===== config.mk =====
export PLATFORM = sky130hd
export DESIGN_NAME = xfer_status_intc
export DESIGN_NICKNAME = d
export VERILOG_FILES = /design/src/rtl/xsi_pkg.sv /design/src/rtl/xsi_w1c_bank.sv /design/src/rtl/xsi_parity_capture.sv /design/src/rtl/xsi_addr_req.sv /design/src/rtl/xfer_status_intc.sv
export SDC_FILE = /design/constraint.sdc
export NUM_CORES = 1
export LEC_CHECK = 0
export BUFFER_PORTS_ARGS = -buffer_cell sky130_fd_sc_hd__buf_2
export CORE_MARGIN = 4
export CORE_UTILIZATION = 44
export CTS_BUF_LIST = sky130_fd_sc_hd__clkbuf_8 sky130_fd_sc_hd__clkbuf_16
export CTS_CLUSTER_DIAMETER = 50
export DETAILED_ROUTE_END_ITERATION = 7
export PLACE_DENSITY_LB_ADDON = 0.05
export SETUP_SLACK_MARGIN = 0.1
export SLEW_MARGIN = 20
export SYNTH_ARGS = -nofsm -noshare
export SYNTH_HDL_FRONTEND = slang
export SYNTH_SLANG_ARGS = --single-unit

===== constraint.sdc =====
create_clock -name clk -period 1 [get_ports clk]
set_input_delay 0.05 -clock clk [delete_from_list [all_inputs] [get_ports clk]]
set_output_delay 0.05 -clock clk [all_outputs]
set_load 0.01 [all_outputs]

===== src/rtl/xsi_pkg.sv =====
package xsi_pkg;
    localparam int ST_DISC = 0;
    localparam int ST_TABT = 1;
    localparam int ST_MABT = 2;
    localparam int ST_DPAR = 3;
    localparam int ST_APAR = 4;
    localparam int ST_AREQ = 5;
    localparam int NSTICKY = 5;
    localparam int NSTAT   = NSTICKY + 1;

    localparam int EN_TERM = 0;
    localparam int EN_ABT  = 1;
    localparam int EN_PAR  = 2;
    localparam int EN_MADR = 3;
    localparam int NEN     = 4;

    localparam int CF_RTA  = 0;
    localparam int CF_RMA  = 1;
    localparam int CF_DPE  = 2;
    localparam int CF_SSE  = 3;
    localparam int NCFG    = 4;

    typedef enum logic [1:0] {
        SEL_STATUS = 2'd0,
        SEL_ENABLE = 2'd1,
        SEL_CFG    = 2'd2,
        SEL_NONE   = 2'd3
    } reg_sel_e;

    typedef enum logic {
        AR_IDLE = 1'b0,
        AR_REQ  = 1'b1
    } areq_state_e;

    typedef enum logic [1:0] {
        PC_CLEAN = 2'd0,
        PC_DATA  = 2'd1,
        PC_ADDR  = 2'd2,
        PC_BOTH  = 2'd3
    } pcap_state_e;
endpackage


===== src/rtl/xsi_w1c_bank.sv =====
module xsi_w1c_bank #(
    parameter int N = 5
) (
    input  logic         clk,
    input  logic         rst_n,
    input  logic [N-1:0] set_i,
    input  logic [N-1:0] clr_i,
    output logic [N-1:0] q_o
);
    for (genvar g = 0; g < N; g++) begin : g_bit
        always_ff @(posedge clk) begin
            if (!rst_n)
                q_o[g] <= 1'b0;
            else if (set_i[g])
                q_o[g] <= 1'b1;
            else if (clr_i[g])
                q_o[g] <= 1'b0;
        end

        AST_SET_WINS: assert property (@(posedge clk) disable iff (!rst_n)
            set_i[g] |=> q_o[g]);
        AST_CLR_TAKES: assert property (@(posedge clk) disable iff (!rst_n)
            (clr_i[g] && !set_i[g]) |=> !q_o[g]);
    end
endmodule


===== src/rtl/xsi_parity_capture.sv =====
module xsi_parity_capture
    import xsi_pkg::*;
(
    input  logic clk,
    input  logic rst_n,
    input  logic dp_hit,
    input  logic ap_hit,
    input  logic xfer_end,
    input  logic soft_rst,
    input  logic serr_en,
    output logic dpar_set,
    output logic apar_set,
    output logic sse_set,
    output logic serr_o
);
    pcap_state_e state_q, state_d;
    logic        has_d, has_a, commit;
    logic        serr_q;

    always_ff @(posedge clk) begin
        if (!rst_n) begin
            state_q <= PC_CLEAN;
            serr_q  <= 1'b0;
        end else begin
            state_q <= state_d;
            serr_q  <= sse_set;
        end
    end

    always_comb begin
        has_d = dp_hit;
        has_a = ap_hit;
        unique case (state_q)
            PC_CLEAN: ;
            PC_DATA:  has_d = 1'b1;
            PC_ADDR:  has_a = 1'b1;
            PC_BOTH:  begin
                has_d = 1'b1;
                has_a = 1'b1;
            end
        endcase
        if (xfer_end)
            state_d = PC_CLEAN;
        else if (has_d && has_a)
            state_d = PC_BOTH;
        else if (has_a)
            state_d = PC_ADDR;
        else if (has_d)
            state_d = PC_DATA;
        else
            state_d = PC_CLEAN;
    end

    always_comb begin
        commit   = xfer_end && !soft_rst;
        dpar_set = commit && has_d;
        apar_set = commit && has_a;
        sse_set  = apar_set && serr_en;
        serr_o   = serr_q;
    end

    AST_PEND_CLEARS: assert property (@(posedge clk) disable iff (!rst_n)
        xfer_end |=> (state_q == PC_CLEAN));
endmodule


===== src/rtl/xsi_addr_req.sv =====
module xsi_addr_req
    import xsi_pkg::*;
(
    input  logic clk,
    input  logic rst_n,
    input  logic soft_rst,
    input  logic bm_en,
    input  logic bus_mode,
    input  logic mxfer_done,
    input  logic next_addr_wr,
    output logic areq_o
);
    areq_state_e state_q, state_d;
    logic        mode_q, set_cond;

    always_ff @(posedge clk) begin
        if (!rst_n) begin
            state_q <= AR_IDLE;
            mode_q  <= 1'b0;
        end else begin
            state_q <= state_d;
            mode_q  <= bus_mode;
        end
    end

    always_comb begin
        set_cond = (bus_mode && !mode_q) || mxfer_done;
        state_d  = state_q;
        unique case (state_q)
            AR_IDLE: if (bm_en && !soft_rst && set_cond) state_d = AR_REQ;
            AR_REQ: begin
                if (soft_rst || !bm_en)
                    state_d = AR_IDLE;
                else if (next_addr_wr && !set_cond)
                    state_d = AR_IDLE;
            end
        endcase
    end

    always_comb begin
        areq_o = (state_q == AR_REQ);
    end

    AST_AREQ_NEEDS_BM: assert property (@(posedge clk) disable iff (!rst_n)
        areq_o |-> $past(bm_en));
    AST_AREQ_SOFT_CLR: assert property (@(posedge clk) disable iff (!rst_n)
        $past(soft_rst) |-> !areq_o);
    AST_AREQ_DONE_SET: assert property (@(posedge clk) disable iff (!rst_n)
        (mxfer_done && bm_en && !soft_rst) |=> areq_o);
endmodule


===== src/rtl/xfer_status_intc.sv =====
module xfer_status_intc
    import xsi_pkg::*;
#(
    parameter int DW = 8
) (
    input  logic          clk,
    input  logic          rst_n,
    input  logic          soft_rst,
    input  logic          bus_mode,
    input  logic          is_master,
    input  logic          is_sel_target,
    input  logic          is_target,
    input  logic          bm_en,
    input  logic          serr_en,
    input  logic          ev_tdisc,
    input  logic          ev_tabort,
    input  logic          ev_mabort,
    input  logic          ev_dpar_local,
    input  logic          ev_dpar_host,
    input  logic          ev_apar,
    input  logic          xfer_end,
    input  logic          ev_mxfer_done,
    input  logic          next_addr_wr,
    input  logic          reg_wr,
    input  logic [1:0]    reg_sel,
    input  logic [DW-1:0] reg_wdata,
    output logic [DW-1:0] reg_rdata,
    output logic          irq_term,
    output logic          irq_abort,
    output logic          irq_parity,
    output logic          irq_maddr,
    output logic [3:0]    cfg_status,
    output logic          serr_pulse
);
    localparam int NIRQ = NEN;

    logic [NSTICKY-1:0] sts_set, sts_clr, sts_q;
    logic [NCFG-1:0]    cfg_set, cfg_clr, cfg_q;
    logic [NEN-1:0]     en_q;
    logic [NIRQ-1:0]    irq_q, irq_d;
    logic [NSTAT-1:0]   status_vec;
    logic               dp_hit, ap_hit;
    logic               dpar_set, apar_set, sse_set, serr_w;
    logic               areq;
    reg_sel_e           sel;
    logic               unused_wbits;

    assign sel          = reg_sel_e'(reg_sel);
    assign unused_wbits = ^reg_wdata[DW-1:NSTICKY];

    // qualification of parity errors by operating role
    assign dp_hit = (ev_dpar_local || ev_dpar_host) && bus_mode && (is_master || is_sel_target);
    assign ap_hit = ev_apar && bus_mode && is_target;

    xsi_parity_capture u_pcap (
        .clk      (clk),
        .rst_n    (rst_n),
        .dp_hit   (dp_hit),
        .ap_hit   (ap_hit),
        .xfer_end (xfer_end),
        .soft_rst (soft_rst),
        .serr_en  (serr_en),
        .dpar_set (dpar_set),
        .apar_set (apar_set),
        .sse_set  (sse_set),
        .serr_o   (serr_w)
    );

    xsi_addr_req u_areq (
        .clk          (clk),
        .rst_n        (rst_n),
        .soft_rst     (soft_rst),
        .bm_en        (bm_en),
        .bus_mode     (bus_mode),
        .mxfer_done   (ev_mxfer_done),
        .next_addr_wr (next_addr_wr),
        .areq_o       (areq)
    );

    always_comb begin
        sts_set          = '0;
        sts_set[ST_DISC] = ev_tdisc;
        sts_set[ST_TABT] = ev_tabort;
        sts_set[ST_MABT] = ev_mabort;
        sts_set[ST_DPAR] = dpar_set;
        sts_set[ST_APAR] = apar_set;
        sts_clr          = (reg_wr && sel == SEL_STATUS) ? reg_wdata[NSTICKY-1:0] : '0;

        cfg_set          = '0;
        cfg_set[CF_RTA]  = ev_tabort;
        cfg_set[CF_RMA]  = ev_mabort;
        cfg_set[CF_DPE]  = apar_set;
        cfg_set[CF_SSE]  = sse_set;
        cfg_clr          = (reg_wr && sel == SEL_CFG) ? reg_wdata[NCFG-1:0] : '0;
    end

    xsi_w1c_bank #(.N(NSTICKY)) u_sts (
        .clk   (clk),
        .rst_n (rst_n),
        .set_i (sts_set),
        .clr_i (sts_clr),
        .q_o   (sts_q)
    );

    xsi_w1c_bank #(.N(NCFG)) u_cfg (
        .clk   (clk),
        .rst_n (rst_n),
        .set_i (cfg_set),
        .clr_i (cfg_clr),
        .q_o   (cfg_q)
    );

    always_ff @(posedge clk) begin
        if (!rst_n)
            en_q <= '0;
        else if (reg_wr && sel == SEL_ENABLE)
            en_q <= reg_wdata[NEN-1:0];
    end

    always_comb begin
        irq_d          = '0;
        irq_d[EN_TERM] = sts_q[ST_DISC] && en_q[EN_TERM];
        irq_d[EN_ABT]  = (sts_q[ST_TABT] || sts_q[ST_MABT]) && en_q[EN_ABT];
        irq_d[EN_PAR]  = (sts_q[ST_DPAR] || sts_q[ST_APAR]) && en_q[EN_PAR];
        irq_d[EN_MADR] = areq && en_q[EN_MADR];
    end

    always_ff @(posedge clk) begin
        if (!rst_n)
            irq_q <= '0;
        else
            irq_q <= irq_d;
    end

    assign status_vec = {areq, sts_q};

    always_comb begin
        reg_rdata = '0;
        unique case (sel)
            SEL_STATUS: reg_rdata[NSTAT-1:0] = status_vec;
            SEL_ENABLE: reg_rdata[NEN-1:0]   = en_q;
            SEL_CFG:    reg_rdata[NCFG-1:0]  = cfg_q;
            SEL_NONE:   reg_rdata            = '0;
        endcase
    end

    assign irq_term   = irq_q[EN_TERM];
    assign irq_abort  = irq_q[EN_ABT];
    assign irq_parity = irq_q[EN_PAR];
    assign irq_maddr  = irq_q[EN_MADR];
    assign cfg_status = cfg_q;
    assign serr_pulse = serr_w;

    AST_ABT_MIRROR: assert property (@(posedge clk) disable iff (!rst_n)
        ev_tabort |=> (cfg_status[CF_RTA] && sts_q[ST_TABT]));
    AST_IRQ_TERM_SRC: assert property (@(posedge clk) disable iff (!rst_n)
        irq_term |-> $past(sts_q[ST_DISC] && en_q[EN_TERM]));
    AST_DPAR_AT_END: assert property (@(posedge clk) disable iff (!rst_n)
        $rose(sts_q[ST_DPAR]) |-> $past(xfer_end));
    AST_SERR_CAUSE: assert property (@(posedge clk) disable iff (!rst_n)
        serr_pulse |-> (sts_q[ST_APAR] && cfg_status[CF_SSE] && $past(serr_en)));
    AST_SOFT_KEEP: assert property (@(posedge clk) disable iff (!rst_n)
        ($past(soft_rst) && !$past(sts_q[ST_DPAR])) |-> !sts_q[ST_DPAR]);
endmodule


==> impl_results.md <==
* Reg clk slew, reported paths at approximately 0.070 ns
* CTS Buffer Depth at 2
* Ys async rst share at 0%
* Largest net degree at the start of global routing at 12
* Hold Crit Class: in -> reg
* Synth Cell Area at 945 um^2
* Critical path endpoint category: primary output
* Max VDD drop at approximately 0.85 mV
* Routed WL per cell at 13.2 um
* Pleak at a little over 0.7 nW
* Area contributors post-synth: dfxtp_1 47%, mux2i_1 8.5%, o21ai_0 5.3%, a31oi_1 4.0%, nand2_1 3.2%
* Psw at 0.412 mW
* Area share of the leading cell type in the synthesized netlist at 46.6%
* Overflow after GRT at 0
* Number of synthesized flops with an enable pin at 0
* CTS tree: yes
* IO buf count at 40
* Hold_sp: serr_en
* Pwr Density at 1270 mW/mm^2
* GR Layer Usage met1 at 19.6%
* Vias in the first global route at 860
* Register area share after synthesis at 46.6%
* Antenna violations before repair at 0
* Fin area at 0.00137 mm^2
* Hold Path Cell Cnt at 2
* Minimum clock period at 0.992 ns
* Pre-antenna DRT Iters at 4
* Final nets at 183
* Die Y at ~54 um
* Buf+Inv Stages, Crit Path at 1
* Main synth FF type: dfxtp_1
* Global route hottest layer: met2
* Root buffer cell: clkbuf_8
* WS Path Type: reg -> out
* Setup TNS at 0 ns
* H-Tree Depth at 1
* Mapped Avg Cell Area at between 9 and 10 um^2
* Worst-path maximum fanout at 3
* Area leader, netlist: dfxtp_1
* Simple-gate area share of the yosys netlist at 19.9%
* Hold path endpoint: u_pcap.serr_o
* Core area at 0.00200 mm^2
* Total CTS buffers at 3
* 1st-iter DRT viols at 12
* R2r endpoint: u_sts.q_o[4]
* Post-route insts no fill at 179
* Antenna cells at 0
* Global-route wire length before repair at 3660 um
* Share of cells above drive strength 1 at ~52%
* RSZ-0062 raised after global routing: yes
* Period utilisation layout at between 90 and 100%
* Count of state elements after synthesis at 22
* Distinct cells, synth at 29
* Vias per inst at 4.96
* Pint at 1.33 mW
* Total Routed Length at 2360 um
* Cell Area, Placed at 0.00117 mm^2
* Reg power frac at between 50% and 60%
* Worst endpoint data arrival time at 0.94 ns
* Cells after Synth at 95
* XOR/XNOR Fraction of Synth Area at 0%
* Fraction of synthesized area in multiplexers at under 10%
* Slack of the worst reg-to-reg path at 0.12 ns
* M2 GR Usage at roughly a third
* Synthesis-to-layout area growth at 45.4%
* Die X at 54.3 um
* Clock share of power at a little under a third
* Worst r2r src: u_pcap.state_q[1]
* Status: completed
* Sw Ratio at 23.6%
* Antenna viol nets, final at 0
* Synth cell count leaders: 22 x dfxtp_1, 10 x o21ai_0, 8 x mux2i_1, 8 x nand2_1, 6 x a31oi_1
* GPL Wtd Cong at 0.788
* CP startpoint kind: flop
* Post-Route Utilization at between 60 and 70%
* Starting density of the core at 47.2%
* Synth Area in Adders at 0%
* Dpl cells at roughly 160
* Synthesis Warnings at 0
* Fmax at about 1000 MHz
* Via Count at 888
* GR Util All Layers at 17.6%
* Max-slew violation count at 0
* Post-route DRC at 0
* Die area at 0.00295 mm^2
* Post-DP HPWL at 1710 um
* Logic pwr share at 16.4%
* MaxCap Viol Count at 0
* Met3 Use GR at under 10%
* Crit path largest cell delay at 0.33 ns
* CP startpoint: en_q[3]
* # setup viols final at 0
* Top delay family on crit path: flip-flops
* Insertion delay to the later sink of the worst-skew pair at between 0.2 and 0.3 ns
* Largest family of logic cells by synthesized area: simple AND/OR/NAND/NOR gates
* Final Skew at approximately 0.0022 ns
* Most common cell in the netlist: dfxtp_1
* Crit-path slowest cell: dfxtp_2
* Critical Path RT at approximately 0.95 ns
* Reg2reg path depth at 3
* CP cell instances: mux2i_1 > o21ai_1 > buf_2
* IO Pins at 46
* Sink Count at 22
* Compound-Gate Fraction of Synth Area at 17.5%
* Num rows at 16
* Hold Violations, Final at 0
[area by class of cell]
cell class	instances	area, um^2
Timing Repair Buffer	59	353
Sequential cell	22	454
Tap cell	27	33.8
Fill cell	161	628
Multi-Input combinational cell	63	473
Inverter	5	18.8
Clock buffer	3	41.3
[how the worst max path moves through the flow]
stage                   endpoint  slack, ns  cells after the start
finish              reg_rdata[3]      0.008                      3
global route        reg_rdata[3]      -0.03                      3
CTS                 reg_rdata[3]      0.003                      3
detailed placement  u_cfg.q_o[3]       0.06                      4
global placement    u_cfg.q_o[3]       0.08                      4
floorplan           u_cfg.q_o[2]       0.15                      3
[metrics by stage]
step	setup WS, ns	power (mW)	hold WS, ns
3_5_place_dp	0.0559	1.18	0.234
3_3_place_gp	0.0821	1.17	0.234
2_1_floorplan	0.149	1.08	0.126
5_1_grt	-0.0254	1.80	0.0370
4_1_cts	0.00319	1.75	0.0116
6_report	0.00795	1.75	0.0162
[cells by family (layout without fill, tap and decap cells)]
group	Yosys count	in the layout
AO/OA/AOI/OAI	25	25
multiplexers	8	8
flip-flops	22	22
buffers and inverters	11	67
other	1	2
AND/OR/NAND/NOR	28	28
[power groups by stage]
stage | Clock (mW) | Sequential [mW] | Combinational [mW]
finish | 0.527 | 0.932 | 0.287
global route | 0.557 | 0.934 | 0.313
CTS | 0.545 | 0.931 | 0.274
detailed placement | 0 | 0.951 | 0.226
global placement | 0 | 0.950 | 0.221
floorplan | 0 | 0.950 | 0.128
[worst register-to-register path, cell delays in order, from the launching register on]
cell	delay, ns
dfxtp_2	0.33
a31oi_4	0.18
nor2_4	0.06
a31o_2	0.21
[registers in the layout, indices dropped and copies added (netlist names)]
name and count:
u_pcap.state_q 2, u_cfg.q_o 4, u_areq.mode_q 1, u_sts.q_o 5, u_pcap.serr_o 1, en_q 4, irq_q 4, u_areq.areq_o 1
[placed cells by master, fill, tap and decap left out, types with 2 or more instances in the layout]
| cell | netlist | final |
|---|---|---|
| buf_2 | 0 | 40 |
| buf_4 | 3 | 15 |
| dfxtp_2 | 0 | 11 |
| dfxtp_1 | 22 | 11 |
| mux2i_1 | 8 | 8 |
| nand2_1 | 8 | 8 |
| o21ai_0 | 10 | 6 |
| inv_1 | 5 | 5 |
| a31oi_1 | 6 | 5 |
| o21ai_1 | 0 | 4 |
| nor2b_1 | 4 | 4 |
| dlygate4sd3_1 | 0 | 4 |
| clkbuf_8 | 0 | 3 |
| nor3b_2 | 0 | 2 |
| o211a_1 | 2 | 2 |
| and3_1 | 2 | 2 |
| nor2_1 | 3 | 2 |
| a31o_2 | 2 | 2 |
| and2_1 | 2 | 2 |
| conb_1 | 1 | 2 |
[per-layer routing]
metal,part of all wire (%),vias up,wire (um)
met4,1.5,0,36
met1,43,409,1010
met2,50,26,1180
met5,0,-,0
met3,5.9,4,140
li1,-,449,-
[what timing repair did]
| item | in CTS | in global routing |
|---|---|---|
| hold buffers | 4 | 0 |
| resized for setup | 17 | 4 |
| setup buffers | 9 | 1 |
| pin swaps | 0 | 1 |
| setup endpoints to repair | 9 | 10 |
| hold endpoints to repair | 6 | 0 |
No activity file was read; power rests on OpenSTA's default activity.
